File: config.mk
export PLATFORM = sky130hd
export DESIGN_NAME = chip_rate_nco
export DESIGN_NICKNAME = d
export VERILOG_FILES = /design/src/rtl/chip_rate_pkg.sv /design/src/rtl/chip_rate_regs.sv /design/src/rtl/chip_rate_accum.sv /design/src/rtl/chip_rate_nco.sv
export SDC_FILE = /design/constraint.sdc
export NUM_CORES = 1
export LEC_CHECK = 0
export ABC_AREA = 1
export BUFFER_PORTS_ARGS = -buffer_cell sky130_fd_sc_hd__buf_4
export CORE_AREA = 2 2 122 124
export CTS_CLUSTER_SIZE = 20
export DETAILED_ROUTE_END_ITERATION = 12
export DIE_AREA = 0 0 124 126
export PLACE_DENSITY_LB_ADDON = 0.3
export RECOVER_POWER = 100
export SETUP_SLACK_MARGIN = 0.15
export SYNTH_ARGS = -nofsm -noshare
export SYNTH_HDL_FRONTEND = slang
export SYNTH_SLANG_ARGS = --single-unit
File: constraint.sdc
create_clock -name clk -period 3.1 [get_ports clk]
set_clock_uncertainty 0.1 [all_clocks]
set_input_delay 0.31 -clock clk [delete_from_list [all_inputs] [get_ports clk]]
set_output_delay 0.31 -clock clk [all_outputs]
set_load 0.02 [all_outputs]
File: src/rtl/chip_rate_pkg.sv
package chip_rate_pkg;

    localparam int unsigned ADDR_W = 4;

    localparam logic [ADDR_W-1:0] ADDR_RATE  = 4'h0;
    localparam logic [ADDR_W-1:0] ADDR_START = 4'h4;

    typedef enum logic [1:0] {
        SEL_NONE  = 2'd0,
        SEL_RATE  = 2'd1,
        SEL_START = 2'd2
    } reg_sel_e;

endpackage

File: src/rtl/chip_rate_regs.sv
module chip_rate_regs
    import chip_rate_pkg::*;
#(
    parameter int unsigned W = 32
) (
    input  logic              clk,
    input  logic              rst,
    input  logic [W-1:0]      wr_data,
    input  logic [ADDR_W-1:0] wr_addr,
    input  logic              wr_strobe,
    output logic [W-1:0]      rate_q,
    output logic [W-1:0]      start_q
);

    typedef struct packed {
        logic [W-1:0] rate;
        logic [W-1:0] start;
    } regs_t;

    regs_t    st_d, st_q;
    reg_sel_e sel;

    always_comb begin
        sel = SEL_NONE;
        if (wr_strobe) begin
            unique case (wr_addr)
                ADDR_RATE:  sel = SEL_RATE;
                ADDR_START: sel = SEL_START;
                default:    sel = SEL_NONE;
            endcase
        end

        st_d = st_q;
        case (sel)
            SEL_RATE:  st_d.rate  = wr_data;
            SEL_START: st_d.start = wr_data;
            default:   ;
        endcase
    end

    always_ff @(posedge clk) begin
        if (rst) begin
            st_q <= '0;
        end else begin
            st_q <= st_d;
        end
    end

    assign rate_q  = st_q.rate;
    assign start_q = st_q.start;

endmodule

File: src/rtl/chip_rate_accum.sv
module chip_rate_accum #(
    parameter int unsigned W       = 32,
    parameter int unsigned MODULUS = 100_000_000
) (
    input  logic         clk,
    input  logic         rst,
    input  logic         sync,
    input  logic         sample_valid,
    input  logic [W-1:0] rate,
    input  logic [W-1:0] start,
    output logic [W-1:0] acc_q_o,
    output logic         tick_q_o
);

    localparam int unsigned SW    = W + 1;
    localparam logic [SW-1:0] MOD_X = SW'(MODULUS);

    typedef struct packed {
        logic [W-1:0] acc;
        logic         tick;
    } acc_t;

    acc_t          st_d, st_q;
    logic [SW-1:0] sum_wide;
    logic [SW-1:0] sum_wrapped;
    logic          wraps;

    always_comb begin
        sum_wide    = {1'b0, st_q.acc} + {1'b0, rate};
        wraps       = (sum_wide >= MOD_X);
        sum_wrapped = sum_wide - MOD_X;

        st_d      = st_q;
        st_d.tick = 1'b0;
        if (sync) begin
            st_d.acc = start;
        end else if (sample_valid) begin
            if (wraps) begin
                st_d.acc  = sum_wrapped[W-1:0];
                st_d.tick = 1'b1;
            end else begin
                st_d.acc  = sum_wide[W-1:0];
            end
        end
    end

    always_ff @(posedge clk) begin
        if (rst) begin
            st_q <= '0;
        end else begin
            st_q <= st_d;
        end
    end

    assign acc_q_o  = st_q.acc;
    assign tick_q_o = st_q.tick;

endmodule

File: src/rtl/chip_rate_nco.sv
module chip_rate_nco #(
    parameter int unsigned W       = 32,
    parameter int unsigned MODULUS = 100_000_000
) (
    input  logic         clk,
    input  logic         rst,
    input  logic [W-1:0] wr_data,
    input  logic [3:0]   wr_addr,
    input  logic         wr_strobe,
    input  logic         sync,
    input  logic         sample_valid,
    output logic [W-1:0] data_echo,
    output logic [W-1:0] acc_out,
    output logic         chip_tick
);

    logic [W-1:0] rate_w;
    logic [W-1:0] start_w;

    chip_rate_regs #(.W(W)) u_regs (
        .clk       (clk),
        .rst       (rst),
        .wr_data   (wr_data),
        .wr_addr   (wr_addr),
        .wr_strobe (wr_strobe),
        .rate_q    (rate_w),
        .start_q   (start_w)
    );

    chip_rate_accum #(.W(W), .MODULUS(MODULUS)) u_accum (
        .clk          (clk),
        .rst          (rst),
        .sync         (sync),
        .sample_valid (sample_valid),
        .rate         (rate_w),
        .start        (start_w),
        .acc_q_o      (acc_out),
        .tick_q_o     (chip_tick)
    );

    assign data_echo = wr_data;

endmodule


==> summary.md, run 1 <==
| Metric | Value |
|---|---|
| End-of-flow core utilization | 0.651 |
| Fin crit period | 3.39 ns |
| CTS Root Cell | clkbuf_16 |
| Post-route setup slack | -0.289 ns |
| Clock power frac | 0.318 |
| Die Ht | 126 um |
| # DRC | 0 |
| Relative slew slack | 0.186 |
| Placed Instance Area | 8520 um^2 |
| Via Count | 8,569 |
| Initial antenna violation count | 0 |
| Top post-synthesis cells by area | dfxtp_1 (26%), nand2_1 (18%), inv_1 (8.9%) |
| Setup crit end kind | flip-flop |
| Post-synthesis mux area share | 0 |
| Inst Count DP | 1,522 |
| Design Area, Final | 9320 um^2 |
| Largest net degree at the start of global routing | 65 |
| Setup CP Type | reg2reg |
| Final #Nets | 1,451 |
| Run status | finished with violations |
| Number of global-route vias before repair | 7,573 |
| Worst Path Required | 3.24 ns |
| Detailed placement HPWL | 18,500 um |
| Clock Latency Late Sink | 0.36 ns |
| #FFs+latches synth | 97 |
| Adder-cell share of the synthesized area | 0.0600 |
| Synth Warn # | 0 |
| Post-route ant nets | 0 |
| Async S/R FF share, synth | 0 |
| Critical Path Slowest Stage Cell | fa_2 |
| Commonest cells in the netlist | nand2_1 (356), inv_1 (175), nor2_1 (145), dfxtp_1 (97), nand3_1 (89) |
| GRT overflow | 0 |
| Tcrit/Tclk final | 1.09 |
| Register-to-Register Path Depth | 24 |
| Row cnt | 44 |
| Count leader, synth | nand2_1 |
| CTS tree | yes |
| IO Port Bufs | 105 |
| Gr usage total | 0.323 |
| Hold Crit Class | in2reg |
| Failing checks | setup timing |
| Syn_area_per_cell | 5.98 um^2 |
| Drt total wl | 25,200 um |
| Core area | 14,300 um^2 |
| Area grow syn2layout | 25.6% |
| Initial DRC count | 1,099 |
| Setup violators final | 25 |
| Number of synthesized flops with an enable pin | 0 |
| Simple-gate portion of the synthesized area | 0.384 |
| Power per Cell Area | 391 nW/um^2 |
| Unrepaired setup endpoints after global routing | yes |
| Worst r2r dst | u_accum.acc_q_o[10] |
| Primary FF master, synth | dfxtp_1 |
| Post-synth top area cell | dfxtp_1 |
| Hold Violations, Final | 0 |
| First drt pass iteration count | 6 |
| Average wire per standard cell | 16.1 um |
| Sw Share | 0.325 |
| Fmax achieved | 295 MHz |
| Mapped Nets | 1,317 |
| Crit Path Max Fanout | 6 |
| Worst path depth | 24 |
| Post-synth cell types | 38 |
| DIE WIDTH | 124 um |
| Largest delay share family, worst path | simple AND/OR/NAND/NOR gates |
| Ports | 106 |
| Total Negative Setup Slacks | -5.06 ns |
| Leakage | 4.44 nW |
| Hold Slack | 0.121 ns |
| Worst Path Buf+Inv | 3 |
| Most frequent CP cell | nand2_2 |
| Fin. max-slew vios | 0 |
| First-pass GRT wire length | 39,000 um |
| Synth Area in XOR/XNOR | 0.00472 |
| Post-synthesis cell area | 7420 um^2 |
| VDD IR max | 0.000340 V |
| Clock Path Buffers | 2 |
| R2r startpoint | u_regs.rate_q[0] |
| CTS buffer count | 9 |
| # diodes | 0 |
| Share of cells above drive strength 1 | 0.201 |
| Compound-Gate Fraction of Synth Area | 0.143 |
| Cell internal pwr | 2.46 mW |
| Global placer's final weighted congestion | 0.972 |
| Sw Pwr | 1.18 mW |
| End of the critical path | u_accum.acc_q_o[10] |
| # Max-Cap Violations | 0 |
| Measured slew at the worst slew-check pin | 1.22 ns |
| Worst-path clk slew | 0.08 ns |
| Mapped Cells | 1,241 |
| Worst setup SP type | flip-flop |
| H-tree depth | 3 |
| Flop pwr share | 0.366 |
| Critical Path Max Stage Delay | 0.37 ns |
| Reg2reg setup slack | -0.29 ns |
| Vias/cell | 5.48 |
| Die Area | 15,600 um^2 |
| Fillcell total | 1,376 |
| Yosys top cell area share | 0.262 |
| CP cell instances | ha_4 > fa_2 > nand3_2 > nand2_2 > nand2_2 > nand2_2 > xnor2_2 > inv_1 > ha_2 > nand2_2 > nor2_2 > nand3_1 > nor2_1 > nand4_1 > nor2_1 > nand2_1 > nor2_2 > nand2_2 > nand3_4 > buf_12 > buf_12 > nand4_1 > nand3_1 > o21ai_1 |
| Power, Total | 3.64 mW |
| Fin cells | 1,564 |
| Crit path DAT | 3.53 ns |
| Pre-CTS WS | -0.0299 ns |
| Worst Setup SP | u_regs.rate_q[0] |
| Comb power frac | 0.317 |
| Seq/Total Area, Yosys | 0.262 |
| Initial Utilization | 0.519 |
| CTS Sinks | 97 |
| Combinational family with the most area after synthesis | simple AND/OR/NAND/NOR gates |
==> area by class of cell <==
class                           instances  area [um^2]  area share
Multi-Input combinational cell        895         4730       0.508
Clock buffer                           10          229      0.0246
Sequential cell                        97         1950       0.209
Tap cell                              184          230      0.0247
Inverter                              181          679      0.0729
Timing Repair Buffer                  191         1430       0.153
Clock inverter                          6         75.1     0.00805
==> layer usage <==
layer / vias to the layer above / wire length [um] / track usage
met5: - / 0 / 0
met4: 0 / 694 / 0.0872
met3: 66 / 2940 / 0.0716
met2: 441 / 10600 / 0.467
met1: 3852 / 11000 / 0.481
li1: 4210 / - / -
==> cells by family after synthesis <==
family	after synthesis
fa+ha+maj	35
flops	97
compound gates	193
simple gates	663
buf+inv	249
xor+xnor	4
==> worst register-to-register path, cell delays in order, from the launching register on <==
cell and delay [ns]:
dfxtp_2 0.34, ha_4 0.17, fa_2 0.37, nand3_2 0.11
nand2_2 0.07, nand2_2 0.08, nand2_2 0.08, xnor2_2 0.15
inv_1 0.10, ha_2 0.19, nand2_2 0.06, nor2_2 0.12
nand3_1 0.09, nor2_1 0.09, nand4_1 0.11, nor2_1 0.13
nand2_1 0.07, nor2_2 0.09, nand2_2 0.08, nand3_4 0.12
buf_12 0.14, buf_12 0.11, nand4_1 0.12, nand3_1 0.12
o21ai_1 0.07
==> power by group through the flow <==
stage               registers (mW)  logic (mW)  clock network [mW]
global placement              1.35       0.839                   0
finish                        1.33        1.15                1.16
detailed placement            1.35       0.847                   0
global route                  1.33        1.23                1.21
floorplan                     1.37       0.537                   0
CTS                           1.33        1.06                1.16
==> registers in the layout, summed over array words and instances (netlist names) <==
signal	flops
u_accum.acc_q_o	32
u_accum.tick_q_o	1
u_regs.rate_q	32
u_regs.start_q	32
==> worst min-delay path by stage <==
stage / from / to / slack (ns) / cells past startpoint
global placement: u_regs.rate_q[19] / u_regs.rate_q[19] / 0.34 / 2
global route: wr_data[31] / u_regs.start_q[31] / 0.13 / 3
floorplan: u_regs.rate_q[24] / u_regs.rate_q[24] / 0.33 / 2
CTS: wr_data[31] / u_regs.start_q[31] / 0.12 / 3
finish: wr_data[2] / u_regs.start_q[2] / 0.12 / 3
detailed placement: u_regs.rate_q[7] / u_regs.rate_q[7] / 0.35 / 2
==> cell usage in the layout (no fill, tap or decap), drive strengths merged, types with 25 or more instances in the layout <==
cell | synthesis | final
buf | 40 | 142
o21ai | 73 | 73
nand3 | 95 | 95
dfxtp | 97 | 97
nand4 | 25 | 25
inv | 181 | 183
clkbuf | 28 | 59
nand2 | 374 | 374
a22oi | 26 | 26
a21oi | 81 | 81
ha | 34 | 34
nor2 | 157 | 157
==> timing repair <==
action,4_1_cts,5_1_grt
cloned,2,2
hold buffers,0,0
buffers inserted,17,5
endpoints found under the hold margin,0,0
gates resized for setup,51,30
pin swaps,18,12
setup endpoints to repair,25,25
No activity file was read; power rests on OpenSTA's default activity.
==> inputs of run 2 (changes only) <==
ABC_AREA = unset   (was 1)
CORE_AREA = 2 2 116 118   (was 2 2 122 124)
DIE_AREA = 0 0 118 120   (was 0 0 124 126)
==> run 2 against run 1 <==
Net effect: the flow finishes with violations (capacitance limit, slew limit, setup timing); sequential power about the same; largest cell class unchanged; via count decreased by 12%; setup slack lost 1.0 ns; critical endpoint is now u_accum.acc_q_o[30].
==> summary.md, run 2 <==
| Metric | Value |
|---|---|
| VDD IR max | 0.000309 V (-9.3%) |
| Crit Path Max Fanout | 5 (-1) |
| Initial DRC count | 823 (-25%) |
| # Max-Cap Violations | 1 (+1) |
| Commonest cells in the netlist | nand2_1 (171), a21oi_1 (135), dfxtp_1 (97), nor2_1 (47), clkbuf_1 (42) |
| Top post-synthesis cells by area | dfxtp_1 (29%), a21oi_1 (10%), nand2_1 (9.7%) |
| Yosys top cell area share | 0.295 (+0.0332) |
| Tcrit/Tclk final | 1.43 (+0.332) |
| H-tree depth | 3 (unchanged) |
| #FFs+latches synth | 97 (unchanged) |
| Sequential cell area | 1950 um^2 (about the same) |
| Global placer's final weighted congestion | 0.984 (+1.2%) |
| CTS Sinks | 97 (unchanged) |
| Synth Area in XOR/XNOR | 0.0479 (+0.0432) |
| Post-synth top area cell | dfxtp_1 |
| Die Area | 14,200 um^2 (-9.4%) |
| Drt total wl | 23,000 um (-8.7%) |
| CTS Root Cell | clkbuf_16 |
| Area grow syn2layout | 35.7% |
| Setup CP Type | reg2reg |
| Die Ht | 120 um (-4.8%) |
| Initial Utilization | 0.507 (-0.0111) |
| Commonest non-fill, non-tap cells in the layout | buf_4 (250), nand2_1 (171), a21oi_1 (134) |
| Clock Latency Late Sink | 0.34 ns (-0.02 ns) |
| Post-route ant nets | 0 (unchanged) |
| Largest net degree at the start of global routing | 97 (+49%) |
| Async S/R FF share, synth | 0 (unchanged) |
| Ports | 106 (unchanged) |
| Measured slew at the worst slew-check pin | 1.58 ns (+0.364 ns) |
| Core area | 13,000 um^2 (-9.3%) |
| Register-to-Register Path Depth | 17 (-29%) |
| Design Area, Final | 8940 um^2 (-4.1%) |
| Detailed placement HPWL | 17,200 um (-7.2%) |
| Combinational family with the most area after synthesis | compound AO/OA/AOI/OAI gates |
| # DRC | 0 (unchanged) |
| Number of synthesized flops with an enable pin | 0 (unchanged) |
| Worst-path clk slew | 0.07 ns (about the same) |
| Seq/Total Area, Yosys | 0.295 (+0.0332) |
| Fillcell total | 1,158 (-16%) |
| Crit path DAT | 4.51 ns (+0.98 ns) |
| Vias/cell | 5.77 (+5.4%) |
| Global Route met3 Usage | 0.0466 (-0.0250) |
| Met1 Track Usage GR | 0.490 (+0.00896) |
| Pre-CTS WS | -1.46 ns (-1.43 ns) |
| Final #Nets | 1,203 (-17%) |
| Gr usage total | 0.319 (-0.00389) |
| Clock Path Buffers | 2 (unchanged) |
| Share of cells above drive strength 1 | 0.277 (+0.0767) |
| Worst setup SP type | flip-flop |
| Syn_area_per_cell | 7.47 um^2 (+25%) |
| Post-synthesis cell area | 6590 um^2 (-11%) |
| GR met2 Demand/Resource | 0.460 (-0.00664) |
| DIE WIDTH | 118 um (-4.8%) |
| Mapped Nets | 958 (-27%) |
| End of the critical path | u_accum.acc_q_o[30] |
| Relative slew slack | -0.0565 (-0.243) |
| Placed Instance Area | 8730 um^2 (+2.4%) |
| Post-synth cell types | 70 (+84%) |
| Number of global-route vias before repair | 6,814 (-10%) |
| End-of-flow core utilization | 0.688 (+0.0373) |
| Simple-gate portion of the synthesized area | 0.222 (-0.162) |
| Primary FF master, synth | dfxtp_1 |
| Power per Cell Area | 345 nW/um^2 (-12%) |
| Adder-cell share of the synthesized area | 0.0676 (+0.00762) |
| Fin crit period | 4.42 ns (+1.03 ns) |
| Worst Setup SP | u_regs.rate_q[0] |
| Mapped Cells | 882 (-29%) |
| Area of the multi-input gates | 4280 um^2 (-9.6%) |
| Setup violators final | 25 (unchanged) |
| Run status | finished with violations |
| Setup crit end kind | flip-flop |
| Row cnt | 42 (-4.5%) |
| Fin. max-slew vios | 33 (+33) |
| Average wire per standard cell | 17.6 um (+9.2%) |
| Via Count | 7,553 (-12%) |
| IO Port Bufs | 105 (unchanged) |
| Grt peak-use layer | met1 |
| CTS buffer count | 9 (unchanged) |
| R2r startpoint | u_regs.rate_q[0] |
| Failing checks | capacitance limit, slew limit, setup timing |
| Hold Crit Class | in2reg |
| Most common cell after layout, fill and taps aside | buf_4 |
| Fmax achieved | 226 MHz (-23%) |
| First drt pass iteration count | 5 (-1) |
| Inst Count DP | 1,283 (-16%) |
| Initial antenna violation count | 0 (unchanged) |
| Reg2reg setup slack | -1.32 ns (-1.03 ns) |
| Hold Buf Count CTS | 0 (unchanged) |
| Worst r2r dst | u_accum.acc_q_o[30] |
| Hold Violations, Final | 0 (unchanged) |
| First-pass GRT wire length | 36,000 um (-7.7%) |
| GRT overflow | 0 (unchanged) |
| Post-synthesis mux area share | 0.0141 (+0.0141) |
| Total Negative Setup Slacks | -30.48 ns (-25.42 ns) |
| Worst Path Required | 3.19 ns (-0.05 ns) |
| Post-route setup slack | -1.32 ns (-1.03 ns) |
| Synth Warn # | 0 (unchanged) |
| Compound-Gate Fraction of Synth Area | 0.275 (+0.131) |
| # diodes | 0 (unchanged) |
| Fin cells | 1,308 (-16%) |
| CTS tree | yes |
| Count leader, synth | nand2_1 |
| Unrepaired setup endpoints after global routing | yes |
| Leakage | 3.81 nW (-14%) |
==> run 2: worst min path at each step <==
stage | from | endpoint | slack, ns | cells past startpoint
after global placement | u_regs.start_q[23] | u_regs.start_q[23] | 0.34 | 2
after global routing | wr_data[26] | u_regs.start_q[26] | 0.13 | 3
after detailed placement | u_regs.start_q[23] | u_regs.start_q[23] | 0.35 | 2
after CTS | wr_data[0] | u_regs.start_q[0] | 0.12 | 3
after floorplan | u_regs.start_q[17] | u_accum.acc_q_o[17] | 0.33 | 2
final | wr_data[28] | u_regs.rate_q[28] | 0.12 | 3
==> run 2: what timing repair did <==
item	in CTS	in global routing
buffers inserted	3	4
resized for setup	15	17
cloned	2	0
pin swaps	15	15
endpoints found under the setup margin	25	25
hold endpoints to repair	0	0
==> run 2: worst max-delay path, stage by stage, from the launching register on <==
cell       delay [ns]
dfxtp_1          0.34
ha_4             0.17
fa_2             0.37
a21o_1           0.20
a21oi_2          0.18
o21ai_2          0.08
xor2_2           0.17
ha_2             0.18
nand3_1          0.05
or3_1            0.34
or4_4            0.43
or3_1            0.36
or4_4            0.45
o32ai_4          0.21
buf_6            0.20
o2111ai_2        0.14
xnor2_1          0.20
o22ai_1          0.09
==> run 2: layout make-up <==
cell class / count / share of cell area
Multi-Input combinational cell: 685 / 0.479
Inverter: 13 / 0.00546
Clock buffer: 11 / 0.0260
Sequential cell: 97 / 0.218
Clock inverter: 5 / 0.00364
Timing Repair Buffer: 321 / 0.244
Tap cell: 176 / 0.0246
==> run 2: routing by layer <==
| metal | wire, um | part of all wire |
|---|---|---|
| met4 | 403 | 0.017 |
| met5 | 0 | 0 |
| met1 | 10700 | 0.46 |
| met3 | 2260 | 0.098 |
| met2 | 9700 | 0.42 |
==> run 2: metrics by stage <==
| step | hold slack [ns] | total power, mW |
|---|---|---|
| after floorplan | 0.332 | 1.76 |
| after global placement | 0.342 | 2.06 |
| after detailed placement | 0.348 | 2.07 |
| after CTS | 0.119 | 3.08 |
| after global routing | 0.126 | 3.19 |
| final | 0.121 | 3.08 |
==> run 2: kinds of logic (layout without fill, tap and decap cells) <==
logic type	Yosys count	count (layout)
simple gates	318	318
compound gates	287	287
buf+inv	100	350
flops	97	97
xor+xnor	36	36
fa+ha+maj	35	35
mux	9	9
==> run 2: report_power, final <==
group / switching [mW] / internal (mW)
Combinational: 0.431 / 0.329
Clock: 0.479 / 0.545
Sequential: 0.0253 / 1.27
Total: 0.935 / 2.15
